## src/rtl/ets_pkg.sv

```systemverilog
package ets_pkg;
  localparam int unsigned NUM_CH  = 2;
  localparam int unsigned STAMP_W = 64;
  localparam int unsigned DATA_W  = 32;

  localparam int unsigned ADR_EVENT   = 0;
  localparam int unsigned ADR_MASK    = 1;
  localparam int unsigned ADR_STATUS  = 2;
  localparam int unsigned ADR_ENABLE  = 3;
  localparam int unsigned ADR_DISABLE = 4;
  localparam int unsigned ADR_STAMP0  = 8;
endpackage

```

## src/rtl/ets_sync_edge.sv

```systemverilog
module ets_sync_edge #(
  parameter int unsigned STAGES = 2
) (
  input  logic clk,
  input  logic rst,
  input  logic din,
  output logic rise
);
  logic [STAGES-1:0] chain;
  logic              last;

  always_ff @(posedge clk) begin
    if (rst) begin
      chain <= '0;
      last  <= 1'b0;
    end else begin
      chain <= {chain[STAGES-2:0], din};
      last  <= chain[STAGES-1];
    end
  end

  assign rise = chain[STAGES-1] & ~last;

  // a held-high input yields one capture pulse only
  p_single_pulse_r1: assert property (@(posedge clk) disable iff (rst)
    rise |=> !rise);
endmodule

```

## src/rtl/ets_stamp_fifo.sv

```systemverilog
module ets_stamp_fifo #(
  parameter int unsigned DEPTH = 4,
  parameter int unsigned W     = 64
) (
  input  logic         clk,
  input  logic         rst,
  input  logic         push,
  input  logic [W-1:0] din,
  input  logic         pop,
  output logic [W-1:0] head,
  output logic         valid,
  output logic         drop
);
  localparam int unsigned PW = (DEPTH > 1) ? $clog2(DEPTH) : 1;
  localparam int unsigned CW = $clog2(DEPTH + 1);

  logic [W-1:0]  mem [DEPTH];
  logic [PW-1:0] wp, rp;
  logic [CW-1:0] cnt;
  logic          full, do_push, do_pop;

  function automatic logic [PW-1:0] adv(input logic [PW-1:0] p);
    return (p == PW'(DEPTH - 1)) ? '0 : p + 1'b1;
  endfunction

  assign full    = (cnt == CW'(DEPTH));
  assign valid   = (cnt != '0);
  assign do_push = push & ~full;
  assign do_pop  = pop & valid;
  assign drop    = push & full;
  assign head    = mem[rp];

  always_ff @(posedge clk) begin
    if (do_push) mem[wp] <= din;
  end

  always_ff @(posedge clk) begin
    if (rst) begin
      wp  <= '0;
      rp  <= '0;
      cnt <= '0;
    end else begin
      if (do_push) wp <= adv(wp);
      if (do_pop)  rp <= adv(rp);
      case ({do_push, do_pop})
        2'b10:   cnt <= cnt + 1'b1;
        2'b01:   cnt <= cnt - 1'b1;
        default: cnt <= cnt;
      endcase
    end
  end

  // fill level bounded by the depth
  p_count_bound_r3: assert property (@(posedge clk) disable iff (rst)
    cnt <= CW'(DEPTH));
  // a capture into a full queue leaves it full
  p_full_holds_r3: assert property (@(posedge clk) disable iff (rst)
    (full && push && !pop) |=> full);
  // an idle empty queue stays empty
  p_empty_idle_r2: assert property (@(posedge clk) disable iff (rst)
    (!valid && !push) |=> !valid);
endmodule

```

## src/rtl/ext_stamp_unit.sv

```systemverilog
module ext_stamp_unit
  import ets_pkg::*;
#(
  parameter int unsigned DEPTH0      = 4,
  parameter int unsigned DEPTH1      = 1,
  parameter int unsigned SYNC_STAGES = 2,
  parameter int unsigned ADDR_W      = 4
) (
  input  logic                clk,
  input  logic                rst,
  input  logic [STAMP_W-1:0]  time_now,
  input  logic [NUM_CH-1:0]   trig_in,
  input  logic                reg_wr,
  input  logic                reg_rd,
  input  logic [ADDR_W-1:0]   reg_addr,
  input  logic [DATA_W-1:0]   reg_wdata,
  output logic [DATA_W-1:0]   reg_rdata,
  output logic                irq
);
  localparam int unsigned HALF = STAMP_W / 2;

  logic [NUM_CH-1:0]  cap, vld, drop, pop, rd_lo;
  logic [STAMP_W-1:0] head [NUM_CH];
  logic [HALF-1:0]    hi_latch [NUM_CH];
  logic [NUM_CH-1:0]  ev_q, mask_q, ovf_q;
  logic [NUM_CH-1:0]  wbits, ev_clr, en_set, dis_set, ovf_clr;
  logic               wr_ev, wr_mask, wr_stat, wr_en, wr_dis;
  logic [DATA_W-1:0]  rd_val;
  int unsigned        a;

  assign a       = int'(reg_addr);
  assign wbits   = reg_wdata[NUM_CH-1:0];
  assign wr_ev   = reg_wr && (a == ADR_EVENT);
  assign wr_mask = reg_wr && (a == ADR_MASK);
  assign wr_stat = reg_wr && (a == ADR_STATUS);
  assign wr_en   = reg_wr && (a == ADR_ENABLE);
  assign wr_dis  = reg_wr && (a == ADR_DISABLE);
  assign en_set  = wr_en  ? wbits : '0;
  assign dis_set = wr_dis ? wbits : '0;
  assign ev_clr  = (wr_ev ? wbits : '0) | en_set;
  assign ovf_clr = wr_stat ? reg_wdata[2*NUM_CH-1:NUM_CH] : '0;

  for (genvar g = 0; g < NUM_CH; g++) begin : g_ch
    localparam int unsigned D = (g == 0) ? DEPTH0 : DEPTH1;

    assign pop[g]   = reg_rd && (a == ADR_STAMP0 + 2*g + 1);
    assign rd_lo[g] = reg_rd && (a == ADR_STAMP0 + 2*g);

    ets_sync_edge #(.STAGES(SYNC_STAGES)) i_sync (
      .clk(clk), .rst(rst), .din(trig_in[g]), .rise(cap[g])
    );

    ets_stamp_fifo #(.DEPTH(D), .W(STAMP_W)) i_fifo (
      .clk(clk), .rst(rst), .push(cap[g]), .din(time_now),
      .pop(pop[g]), .head(head[g]), .valid(vld[g]), .drop(drop[g])
    );

    always_ff @(posedge clk) begin
      if (rst)           hi_latch[g] <= '0;
      else if (rd_lo[g]) hi_latch[g] <= vld[g] ? head[g][STAMP_W-1:HALF] : '0;
    end

    // a capture pulse always leaves its event bit set
    p_event_on_capture_r5: assert property (@(posedge clk) disable iff (rst)
      cap[g] |=> ev_q[g]);
    // disable clears the mask bit
    p_disable_mask_r7: assert property (@(posedge clk) disable iff (rst)
      (wr_dis && wbits[g]) |=> !mask_q[g]);
    // overflow stays until cleared
    p_ovf_sticky_r3: assert property (@(posedge clk) disable iff (rst)
      (ovf_q[g] && !ovf_clr[g]) |=> ovf_q[g]);
  end

  always_ff @(posedge clk) begin
    if (rst) begin
      ev_q   <= '0;
      mask_q <= '0;
      ovf_q  <= '0;
      irq    <= 1'b0;
    end else begin
      ev_q  <= (ev_q & ~ev_clr) | cap;
      ovf_q <= (ovf_q & ~ovf_clr) | drop;
      if (wr_mask) mask_q <= wbits;
      else         mask_q <= (mask_q | en_set) & ~dis_set;
      irq <= |(ev_q & mask_q);
    end
  end

  always_comb begin
    rd_val = '0;
    case (a)
      ADR_EVENT:  rd_val[NUM_CH-1:0] = ev_q;
      ADR_MASK:   rd_val[NUM_CH-1:0] = mask_q;
      ADR_STATUS: rd_val[2*NUM_CH-1:0] = {ovf_q, vld};
      default: begin
        for (int c = 0; c < NUM_CH; c++) begin
          if (a == ADR_STAMP0 + 2*c)
            rd_val = vld[c] ? head[c][HALF-1:0] : '0;
          else if (a == ADR_STAMP0 + 2*c + 1)
            rd_val = hi_latch[c];
        end
      end
    endcase
  end

  always_ff @(posedge clk) begin
    if (rst)         reg_rdata <= '0;
    else if (reg_rd) reg_rdata <= rd_val;
  end

  // no unmasked event means no interrupt next cycle
  p_irq_quiet_r6: assert property (@(posedge clk) disable iff (rst)
    ((ev_q & mask_q) == '0) |=> !irq);
  // a disable command alone does not touch the event word
  p_disable_keeps_event_r7: assert property (@(posedge clk) disable iff (rst)
    wr_dis |=> (ev_q == ($past(ev_q) | $past(cap))));
endmodule

```

## config.mk

```make
export PLATFORM = sky130hd
export DESIGN_NAME = ext_stamp_unit
export DESIGN_NICKNAME = d
export VERILOG_FILES = /design/src/rtl/ets_pkg.sv /design/src/rtl/ets_sync_edge.sv /design/src/rtl/ets_stamp_fifo.sv /design/src/rtl/ext_stamp_unit.sv
export SDC_FILE = /design/constraint.sdc
export NUM_CORES = 1
export LEC_CHECK = 0
export ABC_AREA = 1
export CORE_MARGIN = 5
export CORE_UTILIZATION = 45
export CTS_CLUSTER_DIAMETER = 40
export CTS_CLUSTER_SIZE = 16
export DETAILED_ROUTE_END_ITERATION = 10
export DONT_BUFFER_PORTS = 1
export GPL_ROUTABILITY_DRIVEN = 0
export GPL_TIMING_DRIVEN = 0
export PLACE_DENSITY_LB_ADDON = 0.25
export REMOVE_ABC_BUFFERS = 1
export SLEW_MARGIN = 25
export SYNTH_ARGS = -nofsm -noshare
export SYNTH_HDL_FRONTEND = slang
export SYNTH_HIERARCHICAL = 1
export SYNTH_SLANG_ARGS = --single-unit
```

## constraint.sdc

```tcl
create_clock -name clk -period 9.4 [get_ports clk]
set_clock_uncertainty 0.1 [all_clocks]
set_input_delay 1.41 -clock clk [delete_from_list [all_inputs] [get_ports clk]]
set_output_delay 1.41 -clock clk [all_outputs]
set_load 0.02 [all_outputs]
```

==> reports/metrics.csv <==
metric,value,unit
status,finished clean,
critical path class,primary input to register,
dominant synthesized flop cell,edfxtp_1,
Routed WL,40870,µm
cell accounting for the most synthesized area,edfxtp_1,
grt total ovfl,0,
row count,71,
Final Hold Viols,0,
RSZ-0062 raised after global routing,no,
f_max,0.3127,GHz
Worst-Margin Slew,0.8105,ns
Pwr Total,0.004475,W
fin crit share,34.03,%
number of diodes,0,
Post-Synthesis Cells,1440,
Top Ports,139,
leak pwr,7.188,nW
final net count,1566,
chip height,205.6,µm
area of the core,37760,µm²
"CP delay by family, top",simple AND/OR/NAND/NOR gates,
number of synthesized flops with an enable pin,384,
WHS Path Cells,2,
CP dominant cell by count,inv_1,
Total GRT Usage,19.30,%
most frequent cell after synthesis,edfxtp_1,
worst-path fanout max,22,
P per Cell Area,221.0,nW/µm²
die area,42280,µm²
Worst-path clk slew,0.06,ns
CTS Hold Buffers Added,0,
WP data arrival,3.58,ns
Post-CTS Setup Inserts,0,
post-CTS sizing,0,
Synth cell types,28,
Iteration-0 DRC Markers,889,
clock buffer depth,3,
clock root buffer,clkbuf_16,
yosys warns,6,
Commonest cells post-synth,"384 x edfxtp_1, 239 x nor2_1, 191 x nand2_1",
Residual DRC,0,
placed wire-length estimate,24140,µm
crit end category,register,
Final Util,53.62,%
clk_lat worst skew,0.58,ns
worst path cell trace,clkinv_2 -> buf_12 -> nor3_1 -> nand2_1 -> inv_1 -> ha_1 -> inv_1 -> fa_1 -> inv_1 -> nand2_1 -> nand3_1 -> nand2_1 -> inv_1 -> nor2_1,
Pre-Repair DR Iteration Count,5,
"Slowest-stage cell, CP",nor3_1,
VDD IR max,0.0001562,V
worst path buffer plus inverter count,6,
vias,10710,
Port Buffers,0,
Synth Cell Area,17220,µm²
"slowest stage delay, CP",0.49,ns
CP startpoint kind,primary input,
clock period minus worst slack,3.198,ns
Critical Path RT,9.78,ns
Syn Area/Cell,11.96,µm²
Worst R2R Path Depth,7,
"flops & latches, synth",439,
R2R setup slack,6.77,ns
"Async S/R FF share, synth",0,%
Final TNS setup,0,ns
CTS tree,built,
sequential-to-total area share from yosys stat,73.36,%
DR WL/cell,20.33,µm
Horiz. Die Dim,205.6,µm
slew margin rel.,45.97,%
Min-Delay Path Class,register to register,
Initial Utilization,45.61,%
share of Yosys cell area claimed by the top area cell type,66.97,%
H-tree depth,2,
"Worst Setup Slack, final",6.202,ns
Filler cells,3116,
Slew Limit Fails,0,
initial antenna violation count,0,
largest net degree at the start of global routing,129,
area grow syn2layout,17.58,%
"top cells by area, synth","edfxtp_1 67%, dfxtp_1 6.4%, nor2_1 5.2%, nand2_1 4.2%, a21oi_1 2.8%",
number of max-cap violations,0,
number of global-route vias before repair,10310,
first-pass GRT wire length,61440,µm
Final ANT Viol Nets,0,
CTS Buf Count,56,
Critical Path Stages,14,
Hold Slack,0.3087,ns
Avg Vias per Cell,5.328,
pre-CTS setup slack,5.646,ns
CTS Sinks,439,
final setup vio count,0,
share of cells above drive strength 1,10.61,%
where the power goes:
group	internal, W	switching (W)
sequential	0.00216	0.0000171
clock	0.00131	0.000864
combinational	0.0000401	0.0000821
cells by family (layout without fill, tap and decap cells):
logic type | after synthesis | after routing | share of synthesized area (%)
flops | 439 | 439 | 73.36
compound gates | 298 | 298 | 9.148
buf+inv | 194 | 253 | 5.268
fa+ha+maj | 7 | 7 | 0.5522
simple gates | 502 | 502 | 11.67
registers in the layout (all words and copies together), names as in the netlist, named ones only:
name / cells
g_ch.i_sync/last: 2
g_ch.i_fifo/cnt: 3
g_ch.i_fifo/valid: 1
ovf_q: 2
g_ch.i_fifo/wp: 2
mask_q: 2
irq: 1
g_ch.i_fifo/mem: 320
reg_rdata: 32
g_ch.i_fifo/rp: 2
hi_latch: 64
g_ch.i_sync/chain: 4
ev_q: 2
cells in the final DEF, fill, tap and decap left out, types with 3 or more instances in the layout:
cell / count
a21oi_1: 97
buf_12: 8
buf_16: 22
buf_6: 3
bufinv_16: 6
clkbuf_1: 4
clkbuf_16: 57
clkinv_2: 3
clkinv_4: 11
clkinvlp_4: 7
dfxtp_1: 52
edfxtp_1: 384
ha_1: 6
inv_1: 111
inv_6: 12
inv_8: 4
nand2_1: 190
nand2_2: 4
nand3_1: 51
nand4_1: 9
nor2_1: 232
nor2_4: 9
o21ai_0: 78
o21ai_1: 56
o22ai_1: 64
per-layer routing:
metal  track usage (%)  routed length (µm)
met5                 0                   0
met4             5.598                 845
met3             4.523                3469
met2             30.89               19030
met1             26.58               17530
final cells by class:
type | count | area (µm²) | share of cell area, %
clock inverter | 42 | 489.2 | 2.416
multi-input combinational | 807 | 3770 | 18.62
sequential | 439 | 12640 | 62.44
clock buffer | 62 | 1455 | 7.187
timing repair buffer | 33 | 799.5 | 3.949
inverter | 116 | 451.7 | 2.231
tap | 511 | 639.4 | 3.158
per-stage QoR:
stage / cells / cell area, µm²
after floorplan: 1362 / 16750
after global placement: 1873 / 17390
after detailed placement: 1906 / 18300
after CTS: 2010 / 20250
after global routing: 2010 / 20250
final: 2010 / 20250
path summary, 6_finish.rpt:
check                                              from                      end
worst max-delay path                             reg_rd    g_ch[0].i_fifo/cnt[2]
worst min-delay path            g_ch[1].i_sync/chain[0]  g_ch[1].i_sync/chain[1]
worst max register to register    g_ch[0].i_fifo/cnt[1]          hi_latch[0][16]
worst min register to register  g_ch[1].i_sync/chain[0]  g_ch[1].i_sync/chain[1]
worst register-to-register path, stage by stage, from the launching register on:
cell and delay (ns):
dfxtp_1 0.36, nor2_1 0.08, nand2_1 0.29, inv_1 0.14
nor2_4 0.48, buf_16 0.25, nand3_4 0.48, nor2_1 0.27
Note: power is estimated with default switching activity, not from simulation.
